--- config.mk ---
export PLATFORM = sky130hd
export DESIGN_NAME = bcd_operand_screen
export DESIGN_NICKNAME = d
export VERILOG_FILES = /design/src/rtl/bcd_screen_pkg.sv /design/src/rtl/bcd_digit_scan.sv /design/src/rtl/bcd_pair_classify.sv /design/src/rtl/bcd_product_select.sv /design/src/rtl/bcd_operand_screen.sv
export SDC_FILE = /design/constraint.sdc
export NUM_CORES = 1
export LEC_CHECK = 0
export BUFFER_PORTS_ARGS = -buffer_cell sky130_fd_sc_hd__buf_2
export CORE_MARGIN = 4
export CORE_UTILIZATION = 44
export CTS_CLUSTER_SIZE = 30
export DETAILED_ROUTE_END_ITERATION = 6
export PLACE_DENSITY = 0.88
export SYNTH_ARGS = -nofsm -noshare
export SYNTH_HDL_FRONTEND = slang
export SYNTH_HIERARCHICAL = 1
export SYNTH_SLANG_ARGS = --single-unit
--- constraint.sdc ---
create_clock -name clk -period 6.5 [get_ports clk]
set_clock_uncertainty 0.1 [all_clocks]
set_input_delay 0.325 -clock clk [delete_from_list [all_inputs] [get_ports clk]]
set_output_delay 0.325 -clock clk [all_outputs]
set_load 0.05 [all_outputs]
--- src/rtl/bcd_screen_pkg.sv ---
package bcd_screen_pkg;
  localparam int DIG_W = 4;
  localparam logic [DIG_W-1:0] DIG_MAX = 4'd9;

  typedef enum logic [1:0] {
    KIND_PLAIN = 2'b00,
    KIND_ZERO  = 2'b01,
    KIND_UNIT  = 2'b10,
    KIND_BAD   = 2'b11
  } pair_kind_e;
endpackage

--- src/rtl/bcd_digit_scan.sv ---
module bcd_digit_scan
  import bcd_screen_pkg::*;
#(
  parameter int DIGITS = 4,
  localparam int OP_W = DIGITS * DIG_W
) (
  input  logic [OP_W-1:0] operand_i,
  output logic            any_bad_o,
  output logic            is_zero_o,
  output logic            is_one_o
);
  logic [DIGITS-1:0] bad_vec;

  genvar gi;
  generate
    for (gi = 0; gi < DIGITS; gi++) begin : g_dig
      assign bad_vec[gi] = operand_i[gi*DIG_W +: DIG_W] > DIG_MAX;
    end
  endgenerate

  assign any_bad_o = |bad_vec;
  assign is_zero_o = (operand_i == '0);
  assign is_one_o  = (operand_i == OP_W'(1));
endmodule

--- src/rtl/bcd_pair_classify.sv ---
module bcd_pair_classify
  import bcd_screen_pkg::*;
#(
  parameter int DIGITS = 4,
  parameter logic [15:0] ERR_TILE = 16'hDEEF,
  localparam int OP_W  = DIGITS * DIG_W,
  localparam int RES_W = 2 * OP_W
) (
  input  logic [OP_W-1:0]  mcand_i,
  input  logic [OP_W-1:0]  mplier_i,
  output pair_kind_e       kind_o,
  output logic             fault_o,
  output logic             bad_o,
  output logic [RES_W-1:0] decision_o
);
  localparam logic [RES_W-1:0] ERR_FULL = {(RES_W/16){ERR_TILE}};

  logic a_bad, a_zero, a_one;
  logic b_bad, b_zero, b_one;

  bcd_digit_scan #(.DIGITS(DIGITS)) u_scan_a (
    .operand_i(mcand_i), .any_bad_o(a_bad), .is_zero_o(a_zero), .is_one_o(a_one)
  );
  bcd_digit_scan #(.DIGITS(DIGITS)) u_scan_b (
    .operand_i(mplier_i), .any_bad_o(b_bad), .is_zero_o(b_zero), .is_one_o(b_one)
  );

  assign bad_o = a_bad | b_bad;

  always_comb begin
    kind_o     = KIND_PLAIN;
    decision_o = {mcand_i, mplier_i};
    if (a_bad || b_bad) begin
      kind_o     = KIND_BAD;
      decision_o = ERR_FULL;
    end else if (a_zero || b_zero) begin
      kind_o     = KIND_ZERO;
      decision_o = '0;
    end else if (a_one) begin
      kind_o     = KIND_UNIT;
      decision_o = {{OP_W{1'b0}}, mplier_i};
    end else if (b_one) begin
      kind_o     = KIND_UNIT;
      decision_o = {{OP_W{1'b0}}, mcand_i};
    end
  end

  assign fault_o = (kind_o != KIND_PLAIN);
endmodule

--- src/rtl/bcd_product_select.sv ---
module bcd_product_select #(
  parameter int RES_W = 32
) (
  input  logic             fault_i,
  input  logic             hit_i,
  input  logic [RES_W-1:0] decision_i,
  input  logic [RES_W-1:0] cached_i,
  input  logic [RES_W-1:0] computed_i,
  output logic [RES_W-1:0] final_o
);
  always_comb begin
    if (fault_i)    final_o = decision_i;
    else if (hit_i) final_o = cached_i;
    else            final_o = computed_i;
  end
endmodule

--- src/rtl/bcd_operand_screen.sv ---
module bcd_operand_screen
  import bcd_screen_pkg::*;
#(
  parameter int DIGITS = 4,
  parameter logic [15:0] ERR_TILE = 16'hDEEF,
  localparam int OP_W  = DIGITS * DIG_W,
  localparam int RES_W = 2 * OP_W
) (
  input  logic             clk,
  input  logic             rst,
  input  logic             op_valid_i,
  output logic             op_ready_o,
  input  logic [OP_W-1:0]  mcand_i,
  input  logic [OP_W-1:0]  mplier_i,
  output logic             res_valid_o,
  input  logic             res_ready_i,
  output logic             fault_o,
  output logic [1:0]       kind_o,
  output logic [RES_W-1:0] decision_o,
  input  logic             hit_i,
  input  logic [RES_W-1:0] cached_i,
  input  logic [RES_W-1:0] computed_i,
  output logic [RES_W-1:0] final_o
);
  localparam logic [RES_W-1:0] ERR_FULL = {(RES_W/16){ERR_TILE}};

  pair_kind_e       kind_c;
  logic             fault_c;
  logic             bad_c;
  logic [RES_W-1:0] dec_c;
  logic             take;

  bcd_pair_classify #(.DIGITS(DIGITS), .ERR_TILE(ERR_TILE)) u_cls (
    .mcand_i(mcand_i), .mplier_i(mplier_i), .kind_o(kind_c),
    .fault_o(fault_c), .bad_o(bad_c), .decision_o(dec_c)
  );

  assign op_ready_o = !res_valid_o || res_ready_i;
  assign take       = op_valid_i && op_ready_o;

  always_ff @(posedge clk) begin
    if (rst) begin
      res_valid_o <= 1'b0;
      fault_o     <= 1'b0;
      kind_o      <= 2'b00;
      decision_o  <= '0;
    end else if (take) begin
      res_valid_o <= 1'b1;
      fault_o     <= fault_c;
      kind_o      <= kind_c;
      decision_o  <= dec_c;
    end else if (res_ready_i) begin
      res_valid_o <= 1'b0;
    end
  end

  bcd_product_select #(.RES_W(RES_W)) u_sel (
    .fault_i(fault_o), .hit_i(hit_i), .decision_i(decision_o),
    .cached_i(cached_i), .computed_i(computed_i), .final_o(final_o)
  );

  assert_err_word_R1: assert property (@(posedge clk) disable iff (rst)
    (take && bad_c) |=> (fault_o && decision_o == ERR_FULL && kind_o == 2'b11));

  assert_plain_pack_R4: assert property (@(posedge clk) disable iff (rst)
    (take && !fault_c) |=> (!fault_o && decision_o == {$past(mcand_i), $past(mplier_i)}));

  assert_fault_sel_R5: assert property (@(posedge clk) disable iff (rst)
    fault_o |-> (final_o == decision_o));

  assert_hit_sel_R5: assert property (@(posedge clk) disable iff (rst)
    (!fault_o && hit_i) |-> (final_o == cached_i));

  assert_accept_R6: assert property (@(posedge clk) disable iff (rst)
    take |=> res_valid_o);

  assert_stall_hold_R7: assert property (@(posedge clk) disable iff (rst)
    (res_valid_o && !res_ready_i) |=>
      (res_valid_o && $stable(decision_o) && $stable(fault_o) && $stable(kind_o)));

  assert_reset_clear_R8: assert property (@(posedge clk)
    rst |=> (!res_valid_o && !fault_o && kind_o == 2'b00 && decision_o == '0));
endmodule

* Word-level counts from Yosys, hierarchy flattened *
Index checks and enable logic that the tools add are counted.

cells by class
  eq/ne operators = 2
  reductions and logical operators = 11
  magnitude comparators = 8
  mux-type cells = 12

operator list
  operator             number
  $mux 32              6
  $eq 16x1->1 const B  2
  $gt 4x4->1 const B   8
  $logic_not 16->1     2
  $mux 2               4
  $reduce_or 4->1      2
  $reduce_bool 2->1    2
  $logic_or 1x1->1     3
  $mux 1               2
  $logic_and 1x1->1    1
  $logic_not 1->1      1

word-level totals
  word-level logic and storage cells = 37
  bits in registers = 36

* Logic depth before layout (Yosys ltp) *
  word-level depth = 6
  depth in mapped cells = 9

* By module *
Netlist, hierarchy kept.

by module, submodules not included
  module              cells each  area an instance (µm²)  instances
  bcd_operand_screen  164         1692.9                  1
  bcd_product_select  107         714.4                   1
  bcd_pair_classify   77          478.0                   1
  bcd_digit_scan      12          98.8                    2

* Least setup slack after synthesis *
OpenSTA, ideal clock, no wires.

  kind = in2reg
  start = input mcand_i[6]
  end = register decision_o[10]
  library setup time = 0.125 ns
  arrival = 2.105 ns
  stages = 9
  path slack = 4.171 ns
  data required time = 6.275 ns
  cell sequence = or4_4 nor4_2 nand2b_1 buf_6 buf_12 mux2i_1 o21ai_1 nand3_1 a21oi_2

on the way
  cells in the longest elaborated chain, start to end = 4

ends and longest elaborated chain
  element               RTL line                  source
  from (decl)           bcd_operand_screen.sv:13  input logic [OP_W-1:0] mcand_i,
  $eq 16x1->1           bcd_digit_scan.sv:23      assign is_one_o = (operand_i == OP_W'(1));
  net u_cls.a_one       bcd_pair_classify.sv:18   logic a_bad, a_zero, a_one;
  $mux 32               bcd_pair_classify.sv:39   end else if (a_one) begin
  $mux 32               bcd_pair_classify.sv:36   end else if (a_zero || b_zero) begin
  $mux 32               bcd_pair_classify.sv:33   if (a_bad || b_bad) begin
  net dec_c[10]         bcd_operand_screen.sv:30  logic [RES_W-1:0] dec_c;
  to (signal assigned)  bcd_operand_screen.sv:46  decision_o <= '0;
  to (signal assigned)  bcd_operand_screen.sv:51  decision_o <= dec_c;
  to (decl)             bcd_operand_screen.sv:19  output logic [RES_W-1:0] decision_o,

The timed path passes the listed nets, and every way through them passes these cells.
A chain may end at the register's enable or synchronous reset.

* Worst setup path after layout *
  start = input mcand_i[6]
  end = register decision_o[5]

Same word-level chain as after synthesis.

==> run metrics <==
status completed; DRT iter0 DRCs 227; Rows 30; Mapped Area 3080 µm²; worst reg2reg path depth 2; setup TNS 0 ns; period utilization 0.455; CTS resizes 0; CTS H-tree lvls 2; Leakage Power 1.93 nW; Sequential Power Share 0.338; CP endpoint kind register; Sink Count 36; startpoint types primary input; initial antenna violation count 0; Hold Path Origin mcand_i[7]; Synth Warn # 6; DIE HEIGHT 91.7 µm; Antenna Nets Post-Route 0; DP Cell Count 599; final setup vio count 0; CORE AREA 6790 µm²; combinational share of power 0.405; syn nets 472; crit path DAT 3.07 ns; Hold Path Class primary input to register; Avg Cell Area, Syn 8.30 µm²; I/O pin total 170; flop-to-flop setup slack 4.87 ns; CTS tree yes; worst reg2reg startpoint fault_o; clock transition at the registers of the reported paths 0.07 ns; # DRC 0; clock power share 0.257; input/output buffers 169; layout cells sized above 1 0.444; min cycle time layout 2.96 ns; vias in the first global route 3050; Final Wtd Congestion 0.932; Critical R2R Capture fault_o; drt total wl 9.41 mm; unrepaired setup endpoints after global routing no; Peak supply drop 0.0856 mV; Post CTS Setup Buffer Count 0; gr usage total 0.219; Int Power 0.439 mW; cell count of the worst hold path 5; first-pass GRT wire length 15.3 mm; Slew Viols, Final 0; DIE AREA 8400 µm²; Sw Share 0.415; Net Switching 0.312 mW; routed len/inst 15.5 µm; total grt overflow 0; Max-slew headroom 0.202; largest net degree at the start of global routing 73; Vias 3212; Initial Utilization 0.453; slew at the pin closest to its max-slew limit 1.20 ns; number of diodes 0; clk_lat worst skew 0.29 ns; Post-Synthesis Cells 371; DP HPWL 7.09 mm; slowest CP cell nand2b_1; clock buffer count from CTS 5; Area growth syn-to-layout 25.8%; cts hold-fix bufs 0; maximum clock frequency 0.338 GHz; CP Cell Sequence buf_2, or4_4, nor4_2, nand2b_1, mux2i_1, o21ai_0, nand3_1, a21oi_2; Max Cap Violations 0; max incr delay on CP 0.82 ns; pwr dens 194 nW/µm²; worst hold endpoint decision_o[23]; fin cells 607; crit-path max FO 16; Vias/cell 5.29; CTS root buf clkbuf_8; Crit Path Category primary input to register; die width 91.7 µm; hold violation count in the final report 0; TritonRoute pass-1 iters 4; CP Data Required Time 6.61 ns; fill count 611; Clock Tree Buf Depth 2; final net count 611
-- state kept, by name, summed over array words and instances (netlist names) --
name         flops
fault_o          1
decision_o      32
res_valid_o      1
kind_o           2
-- cell type report --
class,count,area [µm²],share of cell area
clock buffer,6,72.6,0.0187
timing repair buffer,170,853,0.220
tap,96,120,0.0310
clock inverter,2,35.0,0.00905
sequential,36,722,0.186
multi-input combinational,296,2070,0.533
inverter,1,3.75,0.000969
-- worst max-delay path by stage --
| stage | startpoint | endpoint | slack [ns] | cells past startpoint |
|---|---|---|---|---|
| floorplan | mcand_i[6] | decision_o[10] | 4.17 | 9 |
| CTS | mcand_i[6] | decision_o[5] | 3.60 | 8 |
| finish | mcand_i[6] | decision_o[5] | 3.54 | 8 |
| global route | mcand_i[6] | decision_o[5] | 3.40 | 8 |
| detailed placement | mcand_i[6] | decision_o[5] | 3.31 | 8 |
| global placement | mcand_i[6] | decision_o[5] | 3.33 | 8 |
-- metrics by stage --
step	power [mW]	setup WS, ns	utilization	instance area [µm²]	hold slack [ns]
2_1_floorplan	0.484	4.17	-	3080	0.458
3_3_place_gp	0.557	3.33	0.554	3760	0.470
3_5_place_dp	0.563	3.31	0.554	3760	0.486
4_1_cts	0.753	3.60	0.570	3870	0.321
5_1_grt	0.783	3.40	0.570	3870	0.351
6_report	0.751	3.54	0.570	3870	0.324
-- layer usage --
layer / wire length, µm / track usage / part of all wire
met4: 130 / 0.0603 / 0.014
met2: 4530 / 0.370 / 0.48
met5: 0 / 0 / 0
met3: 595 / 0.0230 / 0.063
met1: 4160 / 0.296 / 0.44
-- power groups by stage --
stage | combinational, mW | sequential [mW] | clock [mW]
2_1_floorplan | 0.186 | 0.298 | 0
3_3_place_gp | 0.299 | 0.258 | 0
3_5_place_dp | 0.304 | 0.259 | 0
4_1_cts | 0.305 | 0.254 | 0.194
5_1_grt | 0.322 | 0.257 | 0.204
6_report | 0.304 | 0.254 | 0.193
-- cells in the final DEF (no fill, tap or decap) --
cell type,count
buf_2,169
nand2_1,59
mux2i_1,48
nand3_1,35
dfxtp_1,35
o21ai_1,35
a21bo_1,33
a21oi_2,33
o21ai_0,17
clkbuf_8,5
nor2_1,5
or4_4,4
or4_1,4
nor4_2,4
a21oi_1,3
and3_1,3
a21bo_2,2
nand4_1,2
or4b_1,2
o21ai_2,2
nand2b_4,1
inv_1,1
bufinv_16,1
clkinv_2,1
clkbuf_1,1
dfxtp_2,1
nor4_4,1
or2_4,1
nand2b_1,1
or3_4,1
buf_4,1
-- critical path, delay by kind of cell --
kind	cells	cell delay [ns]
AO/OA/AOI/OAI	2	0.41
buffers and inverters	1	0.12
AND/OR/NAND/NOR	4	1.97
multiplexers	1	0.25
No activity file was read; power rests on OpenSTA's default activity.
